**src/rtl/rx_octet_packer.sv**
```systemverilog
module rx_octet_packer #(
  parameter int AW = 32,
  parameter int LW = 16
) (
  input  logic          clk,
  input  logic          rst_n,
  input  logic          bit_vld,
  input  logic          bit_din,
  input  logic          eof,
  input  logic          desc_vld,
  input  logic [AW-1:0] desc_addr,
  input  logic [LW-1:0] desc_len,
  output logic          desc_take,
  output logic          wr_en,
  output logic [AW-1:0] wr_addr,
  output logic [7:0]    wr_data,
  output logic          done_vld,
  output logic [LW-1:0] done_cnt,
  output logic          done_eof,
  output logic [2:0]    done_resid,
  output logic          ovr
);

  logic          have_q;
  logic [AW-1:0] addr_q;
  logic [LW-1:0] rem_q, cnt_q;
  logic [7:0]    sr_q;
  logic [2:0]    nb_q;

  logic [3:0] nbits;
  logic [7:0] sr_n;
  logic       full, part, emit, wr, close, drop;

  assign nbits = {1'b0, nb_q} + {3'b0, bit_vld};
  assign sr_n  = bit_vld ? (sr_q | (8'(bit_din) << nb_q)) : sr_q;
  assign full  = nbits[3];
  assign part  = eof && !full && (nbits != 4'd0);
  assign emit  = full || part;
  assign wr    = have_q && emit;
  assign drop  = !have_q && emit;
  assign close = have_q && ((wr && rem_q == LW'(1)) || (eof && (wr || cnt_q != '0)));
  assign desc_take = desc_vld && (desc_len != '0) && (!have_q || close);

  always_ff @(posedge clk) begin
    if (!rst_n) begin
      have_q     <= 1'b0;
      addr_q     <= '0;
      rem_q      <= '0;
      cnt_q      <= '0;
      sr_q       <= '0;
      nb_q       <= '0;
      wr_en      <= 1'b0;
      wr_addr    <= '0;
      wr_data    <= '0;
      done_vld   <= 1'b0;
      done_cnt   <= '0;
      done_eof   <= 1'b0;
      done_resid <= '0;
      ovr        <= 1'b0;
    end else begin
      wr_en      <= wr;
      wr_addr    <= addr_q;
      wr_data    <= sr_n;
      done_vld   <= close;
      done_cnt   <= cnt_q + LW'(wr);
      done_eof   <= eof;
      done_resid <= part ? nbits[2:0] : 3'd0;

      if (drop)           ovr <= 1'b1;
      else if (desc_take) ovr <= 1'b0;

      if (emit || eof) begin
        sr_q <= '0;
        nb_q <= '0;
      end else begin
        sr_q <= sr_n;
        nb_q <= nbits[2:0];
      end

      if (desc_take) begin
        have_q <= 1'b1;
        addr_q <= desc_addr;
        rem_q  <= desc_len;
        cnt_q  <= '0;
      end else if (close) begin
        have_q <= 1'b0;
      end else if (wr) begin
        addr_q <= addr_q + AW'(1);
        rem_q  <= rem_q - LW'(1);
        cnt_q  <= cnt_q + LW'(1);
      end
    end
  end

endmodule


```
**config.mk**
```make
export PLATFORM = sky130hd
export DESIGN_NAME = rx_octet_packer
export DESIGN_NICKNAME = d
export VERILOG_FILES = /design/src/rtl/rx_octet_packer.sv
export SDC_FILE = /design/constraint.sdc
export NUM_CORES = 1
export LEC_CHECK = 0
export ABC_AREA = 1
export BUFFER_PORTS_ARGS = -buffer_cell sky130_fd_sc_hd__buf_4
export CAP_MARGIN = 10
export CORE_MARGIN = 2
export CORE_UTILIZATION = 45
export DETAILED_ROUTE_END_ITERATION = 7
export PLACE_DENSITY_LB_ADDON = 0.05
export SYNTH_ARGS = -nofsm -noshare
export SYNTH_HDL_FRONTEND = slang
export SYNTH_SLANG_ARGS = --single-unit
```
**constraint.sdc**
```tcl
create_clock -name clk -period 2.4 [get_ports clk]
set_input_delay 0.12 -clock clk [delete_from_list [all_inputs] [get_ports clk]]
set_output_delay 0.12 -clock clk [all_outputs]
set_load 0.02 [all_outputs]
```
### After elaboration in Yosys (flattened, before gate mapping)

Index checks and enable logic that the tools add are counted.

* shift operators: 1
* reduce and logical (&&, ||, !) cells: 27
* bitwise operators: 3
* add/sub/neg operators: 5
* eq/ne operators: 2
* mux-type cells: 11

Operators by type and width (count)
* $mux 32: 3
* $mux 16: 3
* $add 32x1->32 const B: 1
* $reduce_bool 16->1: 2
* $add 16x1->16: 1
* $add 16x1->16 const B: 1
* $eq 16x1->1 const B: 1
* $sub 16x1->16 const B: 1
* $logic_and 1x1->1: 9
* $mux 8: 1
* $or 8x8->8: 1
* $shl 1x3->8: 1
* $reduce_and 2->1: 3
* $reduce_bool 2->1: 3
* $logic_or 1x1->1: 5
* $add 3x1->4: 1
* $mux 1: 4
* $reduce_bool 4->1: 1
* $reduce_or 2->1: 2
* $logic_not 1->1: 2
* $ne 2x2->1 const B: 1
* $not 1->1: 2

* bits of input ports: 54
* flip-flop bits (word level): 139
* word-level logic and storage cells: 63
* output and inout bits: 64

### Logic depth before layout (Yosys ltp)

* depth after elaboration: 14
* gate-level depth with buffers: 18
* depth with buffers taken out: 18

### Worst setup path before layout

No wires, ideal clock.

* path kind: reg-to-reg
* from: register nb_q[0]
* to: register done_cnt[12]
* slack: 117 ps
* data arrival time: 2164 ps
* data required time: 2281 ps
* buffers on the path: 0
* stages on the path, launching flop included: 18
* library setup time: 119 ps
* clock period less this slack: 2283 ps
* cell sequence: dfxtp_1 -> ha_1 -> ha_1 -> nor2_1 -> nand3_1 -> nand2_1 -> nand2_2 -> nand2_1 -> inv_1 -> ha_1 -> ha_1 -> nand2_1 -> nor2_1 -> inv_1 -> nor2_1 -> nand2_1 -> o21ai_0 -> a21oi_1

* elaborated cells between the ends (all ways): 8
* classes of those cells: 2 x add/sub; 6 x reduce/logical

RTL lines
* start, declared: line 28 `logic [2:0] nb_q;`
* start signal, assigned: line 77 `nb_q <= nbits[2:0];`
* $add 3x1->4: line 34 `assign nbits = {1'b0, nb_q} + {3'b0, bit_vld};`
* via nbits[1]: line 30 `logic [3:0] nbits;`
* $reduce_bool 4->1: line 37 `assign part = eof && !full && (nbits != 4'd0);`
* $logic_and 1x1->1: line 37
* $logic_or 1x1->1: line 38 `assign emit = full || part;`
* $logic_and 1x1->1: line 39 `assign wr = have_q && emit;`
* via wr: line 32 `logic full, part, emit, wr, close, drop;`
* $add 16x1->16: line 65 `done_cnt <= cnt_q + LW'(wr);`
* end signal, assigned: line 65
* end, declared: line 18 `output logic [LW-1:0] done_cnt,`

The timed path passes the listed nets, and every way through them passes these cells.
A chain may end at the register's enable or synchronous reset.

### Worst setup path in the final report

* from: register nb_q[0]
* to: output port desc_take

* elaborated cells between the ends (all ways): 14
* classes of those cells: 1 x add/sub; 13 x reduce/logical

RTL lines
* $add 3x1->4 *: line 34
* via nbits[1]: line 30
* $reduce_bool 4->1 *: line 37
* $logic_and 1x1->1 *: line 37
* $logic_or 1x1->1 *: line 38
* $logic_and 1x1->1 *: line 39
* $logic_or 1x1->1: line 41 `assign close = have_q && ((wr && rem_q == LW'(1)) || (eof && (wr || cnt_q != '0)));`
* $logic_and 1x1->1: line 41
* $logic_or 1x1->1 *: line 41
* $logic_and 1x1->1 *: line 41
* $logic_or 1x1->1 *: line 42 `assign desc_take = desc_vld && (desc_len != '0) && (!have_q || close);`
* $logic_and 1x1->1 *: line 42
* end, declared: line 13 `output logic desc_take,`

The timed path passes the listed nets; every way through them passes the cells marked *.

==> metrics.txt <==
Cells after Synth just under 1000; final slew viol count 0; Slew HR 54.3%; CTS tree yes; H-tree depth 4; status finished clean; initial DRC count between 400 and 500; grt ovf 0; Most used DFF post-synth dfxtp_1; Fin. Hold Viols 0; Peak VDD IR between 0.4 and 0.5 mV; Pre-antenna DRT Iters 5; total power roughly 5800 uW; Initial Utilization between 40% and 50%; Final period util approximately 95%; Worst EP required roughly 2.3 ns; Worst-path clk slew approximately 0.07 ns; die width between 100 and 150 um; Hold Slack between 0.01 and 0.015 ns; post-synth top area share roughly 41%; vias per cell a little under 5; vias in the first global route just over 6000; WS Path Type reg -> out; drc violations 0; Pwr per Cell Area about 660 nW/um^2; total CTS buffers 17; Yosys cell types 38; # diodes 0; Chip Height about 130 um; via count about 6500; area grow syn2layout 30.7%; dpl cell area between 7000 and 8000 sq um; worst skew pair latency approximately 0.43 ns; share of cells above drive strength 1 roughly 18%; Post-Route Utilization 60.6%; core footprint 14600 sq um; DPL Wire Length 12800 um; CP Launch Point nb_q[0]$_SDFF_PP0_; Peak Freq 440 MHz; top cells by area, synth dfxtp_1 (41%), nand2_1 (15%), nand3_1 (7.0%), inv_1 (6.5%), nor2_1 (6.3%); row cnt 44; sequential area share after synthesis 41.1%; root buf cell clkbuf_16; Worst Path Arrival 2.15 ns; io pins about 120; Routability Congestion around 0.86; Hold/Removal Path Class in -> reg; wire per inst roughly 14 um; final instance area 8840 sq um; Avg Cell Area, Syn 6.87 sq um; largest net degree at the start of global routing 63; post-route ant nets 0; post-route clock skew around 0.012 ns; Port Buf Inserts 117; syn nets approximately 1000; fillers 1427; nets about 1200; number of synthesis warnings 0; Sink Count around 140; EDFF count, synth 0; maximum clock insertion buffer count 2; first-pass GRT wire length ~30000 um; FF+latch count, synth about 140; actual slew at the worst max-slew pin 0.685 ns; WL final between 15000 and 20000 um; Final Setup Violations 0; P_leak about 0.0042 uW; max-cap violations 0; Worst setup SP type flip-flop; cell taking the most area after synthesis dfxtp_1; total track usage 22.7%; Tmin final between 2 and 2.5 ns; Die Area 16000 sq um; initial antenna violation count 0; Worst setup EP type primary output; FFs w/ async S/R, synth 0%; Post-Syn Area slightly below 7000 sq um; HP Start desc_addr[3]; Crit Path Max Fanout 17; r2r startpoint nb_q[0]$_SDFF_PP0_
## what timing repair did
action	in CTS	in global routing
setup endpoints to repair	2	68
endpoints found under the hold margin	29	0
pin swaps	1	5
gates resized for setup	7	17
hold buffers	30	0
buffers inserted	1	0
## path summary, 6_finish.rpt
kind	endpoint	slack (ns)	cells past startpoint
hold / removal	addr_q[3]$_SDFFE_PN0P_	0.01	5
setup reg to reg	cnt_q[9]$_SDFFE_PP0P_	0.17	14
hold reg to reg	wr_addr[31]$_SDFF_PN0_	0.45	2
setup / recovery	desc_take	0.13	12
## Yosys cell counts (2+ instances only)
library cell  number
inv_1            117
buf_6              7
buf_2             11
nand4_1           28
xor2_1            23
nor2_2             3
dfxtp_1          139
clkbuf_1          12
nand2_4            2
nand3b_1           6
inv_2              3
buf_1              2
nor3b_1            2
o21ai_0           18
nor2_1           114
xnor2_1           13
ha_1               9
nand2_1          278
nand3_1           94
nor3_1            20
o21bai_1           2
a21oi_1           57
buf_4              4
nand3_2            3
nand2_2            5
## cells by family (layout without fill, tap and decap cells)
group | after synthesis | count (layout) | synth area share, %
AND/OR/NAND/NOR | 562 | 562 | 36.2
buffers and inverters | 158 | 327 | 10.2
AO/OA/AOI/OAI | 81 | 81 | 6.20
adder cells (fa/ha/maj) | 9 | 9 | 1.66
flip-flops | 139 | 139 | 41.1
XOR/XNOR | 36 | 36 | 4.66
## worst max-delay path, cell delays in order, from the launching register on
cell     delay [ns]
dfxtp_2        0.34
ha_4           0.16
ha_4           0.21
nor2_1         0.10
nand3_1        0.10
nand2_1        0.08
nand2_2        0.06
buf_4          0.14
nand3_2        0.08
nand3_2        0.09
nand2_4        0.11
inv_8          0.07
buf_4          0.16
## layout by cell type (no fill, tap or decap), types with 2 or more instances in the layout
cell             n
nand2_1        277
buf_4          141
dfxtp_1        138
inv_1          116
nor2_1         110
nand3_1         94
a21oi_1         57
dlygate4sd3_1   30
nand4_1         28
xor2_1          23
nor3_1          20
o21ai_0         17
clkbuf_16       17
xnor2_1         13
nor2_2           7
inv_6            7
nand3b_1         6
nand2_2          5
inv_8            5
ha_1             5
ha_4             4
nand3_2          3
inv_2            3
nand2_4          3
o21bai_1         2
nor3b_1          2
buf_12           2
## routing by layer
layer | up-vias | part of all wire, % | global-route usage, % | routed length (um)
met3 | 13 | 4.6 | 4.30 | 829
met5 | - | 0 | 0 | 0
met1 | 2914 | 47 | 30.6 | 8610
met2 | 166 | 47 | 37.9 | 8570
met4 | 0 | 0.79 | 5.30 | 144
li1 | 3423 | - | - | -
## power breakdown
part           internal [uW]  switching [uW]
sequential              2400            85.7
clock                   1500            1150
combinational            301             405
total                   4200            1640
## state kept, by name (all words and copies together) (netlist names)
name        flops
nb_q            3
addr_q         32
cnt_q          16
wr_en           1
done_cnt       16
have_q          1
done_vld        1
ovr             1
sr_q            8
done_resid      3
wr_data         8
done_eof        1
wr_addr        32
rem_q          16
## metrics by stage
step                 TNS (ns)  std cells  setup WS (ns)
global route        -0.000352       1338      -0.000352
finish                      0       1338          0.129
global placement            0       1275         0.0699
CTS                   -0.0150       1338        -0.0150
detailed placement    -0.0253       1275        -0.0253
floorplan                   0        985          0.117
## layout make-up
cell class	count	area, sq um	share of cell area (%)
clock buffer	18	439	4.97
clock inverter	14	149	1.68
inverter	121	467	5.28
multi-input combinational	688	3360	38.0
sequential	139	2780	31.5
tap	184	230	2.60
timing repair buffer	174	1410	16.0
Power figures use the tool's default switching activity.
